<file path="src/rtl/pcnt_pkg.sv">
package pcnt_pkg;
  typedef enum logic [1:0] {
    IN_QUAD = 2'b00,
    IN_UPDN = 2'b01,
    IN_PDIR = 2'b10,
    IN_OFF  = 2'b11
  } in_mode_e;

  typedef struct packed {
    logic up;
    logic dn;
    logic bad;
  } step_t;
endpackage

</file>
<file path="src/rtl/pcnt_sync.sv">
module pcnt_sync #(
  parameter int W      = 3,
  parameter int STAGES = 2
) (
  input  logic         clk_i,
  input  logic         rst_ni,
  input  logic [W-1:0] d_i,
  output logic [W-1:0] q_o
);
  logic [STAGES-1:0][W-1:0] chain_q;

  always_ff @(posedge clk_i or negedge rst_ni) begin
    if (!rst_ni) begin
      chain_q <= '0;
    end else begin
      chain_q[0] <= d_i;
      for (int i = 1; i < STAGES; i++) chain_q[i] <= chain_q[i-1];
    end
  end

  assign q_o = chain_q[STAGES-1];
endmodule

</file>
<file path="src/rtl/pcnt_decode.sv">
module pcnt_decode
  import pcnt_pkg::*;
(
  input  in_mode_e mode_i,
  input  logic     a_cur_i,
  input  logic     b_cur_i,
  input  logic     a_prv_i,
  input  logic     b_prv_i,
  output step_t    step_o
);
  logic a_chg, b_chg, a_rise, b_rise;

  assign a_chg  = a_cur_i ^ a_prv_i;
  assign b_chg  = b_cur_i ^ b_prv_i;
  assign a_rise = a_cur_i & ~a_prv_i;
  assign b_rise = b_cur_i & ~b_prv_i;

  always_comb begin
    step_o = '0;
    unique case (mode_i)
      IN_QUAD: begin
        if (a_chg && b_chg) begin
          step_o.bad = 1'b1;
        end else if (a_chg) begin
          step_o.up = (a_cur_i != b_cur_i);
          step_o.dn = (a_cur_i == b_cur_i);
        end else if (b_chg) begin
          step_o.up = (b_cur_i == a_cur_i);
          step_o.dn = (b_cur_i != a_cur_i);
        end
      end
      IN_UPDN: begin
        step_o.up = a_rise & ~b_rise;
        step_o.dn = b_rise & ~a_rise;
      end
      IN_PDIR: begin
        step_o.up = a_rise & ~b_cur_i;
        step_o.dn = a_rise &  b_cur_i;
      end
      default: step_o = '0;
    endcase
  end
endmodule

</file>
<file path="src/rtl/pcnt_core.sv">
module pcnt_core
  import pcnt_pkg::*;
#(
  parameter int CNT_W = 32
) (
  input  logic             clk_i,
  input  logic             rst_ni,
  input  step_t            step_i,
  input  logic             clear_i,
  input  logic             ring_i,
  input  logic [CNT_W-1:0] ring_max_i,
  output logic [CNT_W-1:0] cnt_o,
  output logic             ovf_o,
  output logic             unf_o,
  output logic             err_o,
  output logic             clr_o
);
  localparam logic [CNT_W-1:0] LIN_MAX = {1'b0, {(CNT_W-1){1'b1}}};
  localparam logic [CNT_W-1:0] LIN_MIN = {1'b1, {(CNT_W-1){1'b0}}};
  localparam logic [CNT_W-1:0] ONE     = {{(CNT_W-1){1'b0}}, 1'b1};

  always_ff @(posedge clk_i or negedge rst_ni) begin
    if (!rst_ni) begin
      cnt_o <= '0;
      ovf_o <= 1'b0;
      unf_o <= 1'b0;
      err_o <= 1'b0;
      clr_o <= 1'b0;
    end else begin
      clr_o <= clear_i;
      if (clear_i) begin
        cnt_o <= '0;
        ovf_o <= 1'b0;
        unf_o <= 1'b0;
        err_o <= 1'b0;
      end else begin
        if (step_i.bad) err_o <= 1'b1;
        if (step_i.up) begin
          if (ring_i)                cnt_o <= (cnt_o >= ring_max_i) ? '0 : cnt_o + ONE;
          else if (cnt_o == LIN_MAX) ovf_o <= 1'b1;
          else                       cnt_o <= cnt_o + ONE;
        end else if (step_i.dn) begin
          if (ring_i)                cnt_o <= (cnt_o == '0) ? ring_max_i : cnt_o - ONE;
          else if (cnt_o == LIN_MIN) unf_o <= 1'b1;
          else                       cnt_o <= cnt_o - ONE;
        end
      end
    end
  end
endmodule

</file>
<file path="src/rtl/pulse_counter.sv">
module pulse_counter
  import pcnt_pkg::*;
#(
  parameter int CNT_W       = 32,
  parameter int SYNC_STAGES = 2
) (
  input  logic             clk_i,
  input  logic             rst_ni,
  input  logic             a_i,
  input  logic             b_i,
  input  logic             z_i,
  input  logic [1:0]       in_mode_i,
  input  logic             ring_mode_i,
  input  logic [CNT_W-1:0] ring_max_i,
  input  logic             rst_src_i,
  input  logic             sw_rst_i,
  output logic [CNT_W-1:0] count_o,
  output logic             ovf_o,
  output logic             unf_o,
  output logic             quad_err_o,
  output logic             clr_o
);
  localparam int NCH = 3;

  logic [NCH-1:0] raw, syn, prv_q;
  logic           sw_prv_q, z_rise, clear;
  step_t          step;

  assign raw = {z_i, b_i, a_i};

  pcnt_sync #(.W(NCH), .STAGES(SYNC_STAGES)) u_sync (
    .clk_i (clk_i),
    .rst_ni(rst_ni),
    .d_i   (raw),
    .q_o   (syn)
  );

  always_ff @(posedge clk_i or negedge rst_ni) begin
    if (!rst_ni) begin
      prv_q    <= '0;
      sw_prv_q <= 1'b0;
    end else begin
      prv_q    <= syn;
      sw_prv_q <= sw_rst_i;
    end
  end

  pcnt_decode u_dec (
    .mode_i (in_mode_e'(in_mode_i)),
    .a_cur_i(syn[0]),
    .b_cur_i(syn[1]),
    .a_prv_i(prv_q[0]),
    .b_prv_i(prv_q[1]),
    .step_o (step)
  );

  assign z_rise = syn[2] & ~prv_q[2];
  assign clear  = rst_src_i ? (z_rise & sw_rst_i) : (sw_rst_i & ~sw_prv_q);

  pcnt_core #(.CNT_W(CNT_W)) u_core (
    .clk_i     (clk_i),
    .rst_ni    (rst_ni),
    .step_i    (step),
    .clear_i   (clear),
    .ring_i    (ring_mode_i),
    .ring_max_i(ring_max_i),
    .cnt_o     (count_o),
    .ovf_o     (ovf_o),
    .unf_o     (unf_o),
    .err_o     (quad_err_o),
    .clr_o     (clr_o)
  );
endmodule

</file>
<file path="config.mk">
export PLATFORM = sky130hd
export DESIGN_NAME = pulse_counter
export DESIGN_NICKNAME = d
export VERILOG_FILES = /design/src/rtl/pcnt_pkg.sv /design/src/rtl/pcnt_sync.sv /design/src/rtl/pcnt_decode.sv /design/src/rtl/pcnt_core.sv /design/src/rtl/pulse_counter.sv
export SDC_FILE = /design/constraint.sdc
export NUM_CORES = 1
export LEC_CHECK = 0
export ABC_CLOCK_PERIOD_IN_PS = 9150
export BUFFER_PORTS_ARGS = -buffer_cell sky130_fd_sc_hd__buf_2
export CAP_MARGIN = 20
export CORE_ASPECT_RATIO = 1.25
export CORE_MARGIN = 4
export CORE_UTILIZATION = 55
export CTS_CLUSTER_DIAMETER = 120
export DETAILED_ROUTE_END_ITERATION = 8
export HOLD_SLACK_MARGIN = 0.05
export PLACE_DENSITY = 0.78
export SLEW_MARGIN = 20
export SYNTH_ARGS = -nofsm -noshare
export SYNTH_HDL_FRONTEND = slang
export SYNTH_SLANG_ARGS = --single-unit
</file>
<file path="constraint.sdc">
create_clock -name clk_i -period 9.15 [get_ports clk_i]
set_input_delay 0.4575 -clock clk_i [delete_from_list [all_inputs] [get_ports clk_i]]
set_output_delay 0.4575 -clock clk_i [all_outputs]
set_load 0.01 [all_outputs]
</file>
==> metrics.md <==
| Metric | Value |
|---|---|
| Outcome | `complete, no violations` |
| # rows | `37` |
| DR WL/cell | `between 15 and 20 um` |
| Largest cells by area after synthesis | `dfrtp_1, ha_1, a21oi_1` |
| Worst Tran Pin Value | `0.844 ns` |
| Reg-to-Reg End | `u_core.cnt_o[19]` |
| Worst-path fanout max | `26` |
| I/O pin count | `78` |
| Top FF cell, synth | `dfrtp_1` |
| Required time worst endpoint | `approximately 9.4 ns` |
| Core area | `8190 um2` |
| Clock latency on the worst-skew pair | `0.32 ns` |
| PD cells | `around 230 nW/um2` |
| First-pass iteration count of the detailed router | `7` |
| FF-to-FF path depth | `8` |
| Clock root cell | `clkbuf_8` |
| Number of global-route vias before repair | `4743` |
| Critical Path Max Stage Delay | `0.64 ns` |
| First-pass GRT wire length | `24000 um` |
| Reg clk slew, reported paths | `0.10 ns` |
| DR vias | `4943` |
| Die Y-Extent | `111 um` |
| Diode count | `0` |
| Die X | `90.0 um` |
| Crit path DAT | `4.18 ns` |
| Final setup violation count | `0` |
| Clk_skew | `0.0129 ns` |
| Crit end category | `flop` |
| Share of the synthesized area in the top cell type | `0.249` |
| Top post-synthesis cells by count | `inv_1, dfrtp_1, a21oi_1, nand2_1` |
| TNS Setup | `0 ns` |
| Slowest CP cell | `o22ai_2` |
| RSZ-0062 raised after global routing | `false` |
| Sequential power share | `0.325` |
| Fmax | `0.252 GHz` |
| Critical path launch point | `u_core.cnt_o[16]` |
| CP Launch Type | `flop` |
| WL met2 | `7180 um` |
| Finished Layout Cells | `738` |
| Seq cells post-synth | `46` |
| Aggregate routed wire length | `14600 um` |
| Part of the Yosys area used for sequential elements | `0.249` |
| Initial antenna violation count | `0` |
| Yosys cell types | `68` |
| Synthesized area | `about 4600 um2` |
| Number of post-CTS setup repair buffers | `0` |
| Total global-route track usage | `0.293` |
| CTS buffer count | `5` |
| Synthesis Warnings | `0` |
| CTS resizes | `0` |
| Bufs on Longest Clock Path | `2` |
| Worst path most repeated cell | `or4_4` |
| Min Tclk post-route | `3.97 ns` |
| Layout cells sized above 1 | `0.156` |
| Fillcell total | `about 760` |
| Post-Syn Area per Cell | `7.75 um2` |
| Async SR Flop Fraction | `1.00` |
| Gpl congestion | `0.950` |
| WS Path Type | `flop to flop` |
| Hold Fails Final Rpt | `0` |
| Clock share of power | `0.120` |
| Slew headroom | `0.437` |
| Leakage | `2.49 nW` |
| Buffers on Ports | `77` |
| Nets | `~720` |
| Highest routed layer | `met4` |
| VDD IR max | `approximately 0.00012 V` |
| Die area | `9950 um2` |
| Combinational Power Share | `0.555` |
| Area growth syn-to-layout | `9.36%` |
| Final antenna-violating net count | `0` |
| Iteration-0 DRC Markers | `528` |
| Top-count cell post-synth | `inv_1` |
| Setup slack, reg-to-reg | `5.18 ns` |
| CTS tree | `done` |
| Post-synthesis net count | `around 680` |
| Avg Vias per Cell | `between 6 and 7` |
| Grt total ovfl | `0` |
| Starting Density | `0.564` |
| Placed Cells | `729` |
| Detail Placement HPWL | `10600 um` |
| Final period utilization | `0.434` |
| Hold Buf Count CTS | `0` |
| Largest area contributor in the netlist | `dfrtp_1` |
| WL met3 | `1150 um` |
| Worst Hold Class | `input port to asynchronous set/reset pin` |
| Number of synthesized flops with an enable pin | `0` |
| Sink Count | `46` |
| Pint | `0.564 mW` |
| CP cell instances | `or4_4, or4_4, nor4_4, a21boi_2, o22ai_2, buf_4, nor2_1, a221o_1` |
| Mapped Cells | `between 500 and 600` |
| # DRC | `0` |
| Max cap viols | `0` |
| Routed metal-1 wirelength | `5590 um` |
| Switch Pwr | `0.582 mW` |
| Largest net degree at the start of global routing | `47` |
| R2r startpoint | `u_core.cnt_o[16]` |
| Switch share | `0.508` |
| Final slew viol count | `0` |
| H-tree depth | `2` |
-- state kept, by name (all words and copies together) (netlist names) --
| name | cells |
|---|---|
| u_core.clr_o | 1 |
| sw_prv_q | 1 |
| u_sync.chain_q | 3 |
| prv_q | 3 |
| u_core.ovf_o | 1 |
| u_sync.q_o | 3 |
| u_core.cnt_o | 32 |
| u_core.unf_o | 1 |
| u_core.err_o | 1 |
-- cells in the final DEF, fill, tap and decap left out, types with 4 or more instances in the layout --
master,synthesis,layout
and3_1,8,8
nand2b_1,6,6
inv_1,55,55
nand4_1,25,25
nor3_1,22,21
nor2_1,37,37
or3_1,6,6
nor4_1,11,11
o211ai_1,7,7
or4_1,6,6
dfrtp_1,46,46
ha_1,37,37
and2_1,4,4
buf_2,8,76
mux2i_1,10,10
a22o_1,5,5
o31ai_1,5,5
clkbuf_8,0,5
xnor2_1,20,20
xor2_1,8,8
nand3_1,21,21
nand2_1,45,45
a31oi_1,5,5
a221o_1,5,5
o211a_1,5,5
o22ai_1,17,17
a21oi_1,45,45
a22oi_1,4,4
a211o_1,5,5
and4_1,5,5
a2bb2oi_1,5,5
o21ai_0,22,22
nor2b_1,7,7
-- logic make-up after synthesis --
logic type,count (synthesis),share of synthesized area
and+or+nand+nor,223,0.266
AOI/OAI and AO/OA,153,0.223
xor gates and xnor gates,28,0.0530
buffers and inverters,100,0.0877
DFF,46,0.249
muxes,10,0.0216
adders and majority gates,37,0.100
-- area by class of cell --
class                   count  area (um2)  share of cell area
clock buffers               5        68.8              0.0136
repair buffers             80         408              0.0807
multi-input cells         451        3070               0.608
clock inverters             3        25.0             0.00495
well taps                  97         121              0.0240
inverters                  56         210              0.0416
flip-flops and latches     46        1150               0.228
-- worst max-delay path: cells and delay by family (launching register included) --
kind / cells / cell delay [ns]
flip-flops: 1 / 0.53
AO/OA/AOI/OAI: 3 / 1.16
AND/OR/NAND/NOR: 4 / 1.74
buffers and inverters: 1 / 0.42
-- layer usage --
metal  GRT usage  vias up
met5           0        -
li1            -     2272
met1       0.349     2323
met2       0.498      284
met3      0.0450       64
met4       0.170        0
-- worst max-delay path by stage --
stage	to	slack [ns]	depth (start not counted)
after global placement	u_core.cnt_o[19]	5.37	8
after global routing	u_core.cnt_o[25]	4.94	8
after CTS	u_core.cnt_o[19]	5.18	8
after floorplan	u_core.cnt_o[21]	6.15	9
final	u_core.cnt_o[19]	5.18	8
after detailed placement	u_core.cnt_o[25]	5.18	8
-- power groups by stage --
| stage | logic [mW] | registers (mW) | clock network (mW) |
|---|---|---|---|
| after global placement | 0.600 | 0.364 | 0 |
| after floorplan | 0.493 | 0.315 | 0 |
| after detailed placement | 0.620 | 0.369 | 0 |
| after CTS | 0.624 | 0.365 | 0.139 |
| final | 0.635 | 0.372 | 0.138 |
| after global routing | 0.704 | 0.381 | 0.148 |
-- per-stage QoR --
stage	util	setup slack [ns]	area (um2)	total power [mW]	hold WS, ns
after floorplan	-	6.15	4620	0.808	0.162
after global placement	0.605	5.37	4960	0.965	0.332
after detailed placement	0.605	5.18	4960	0.989	0.342
after CTS	0.616	5.18	5050	1.13	0.236
after global routing	0.617	4.94	5060	1.23	0.197
final	0.617	5.18	5060	1.15	0.149
Note: power is estimated with default switching activity, not from simulation.
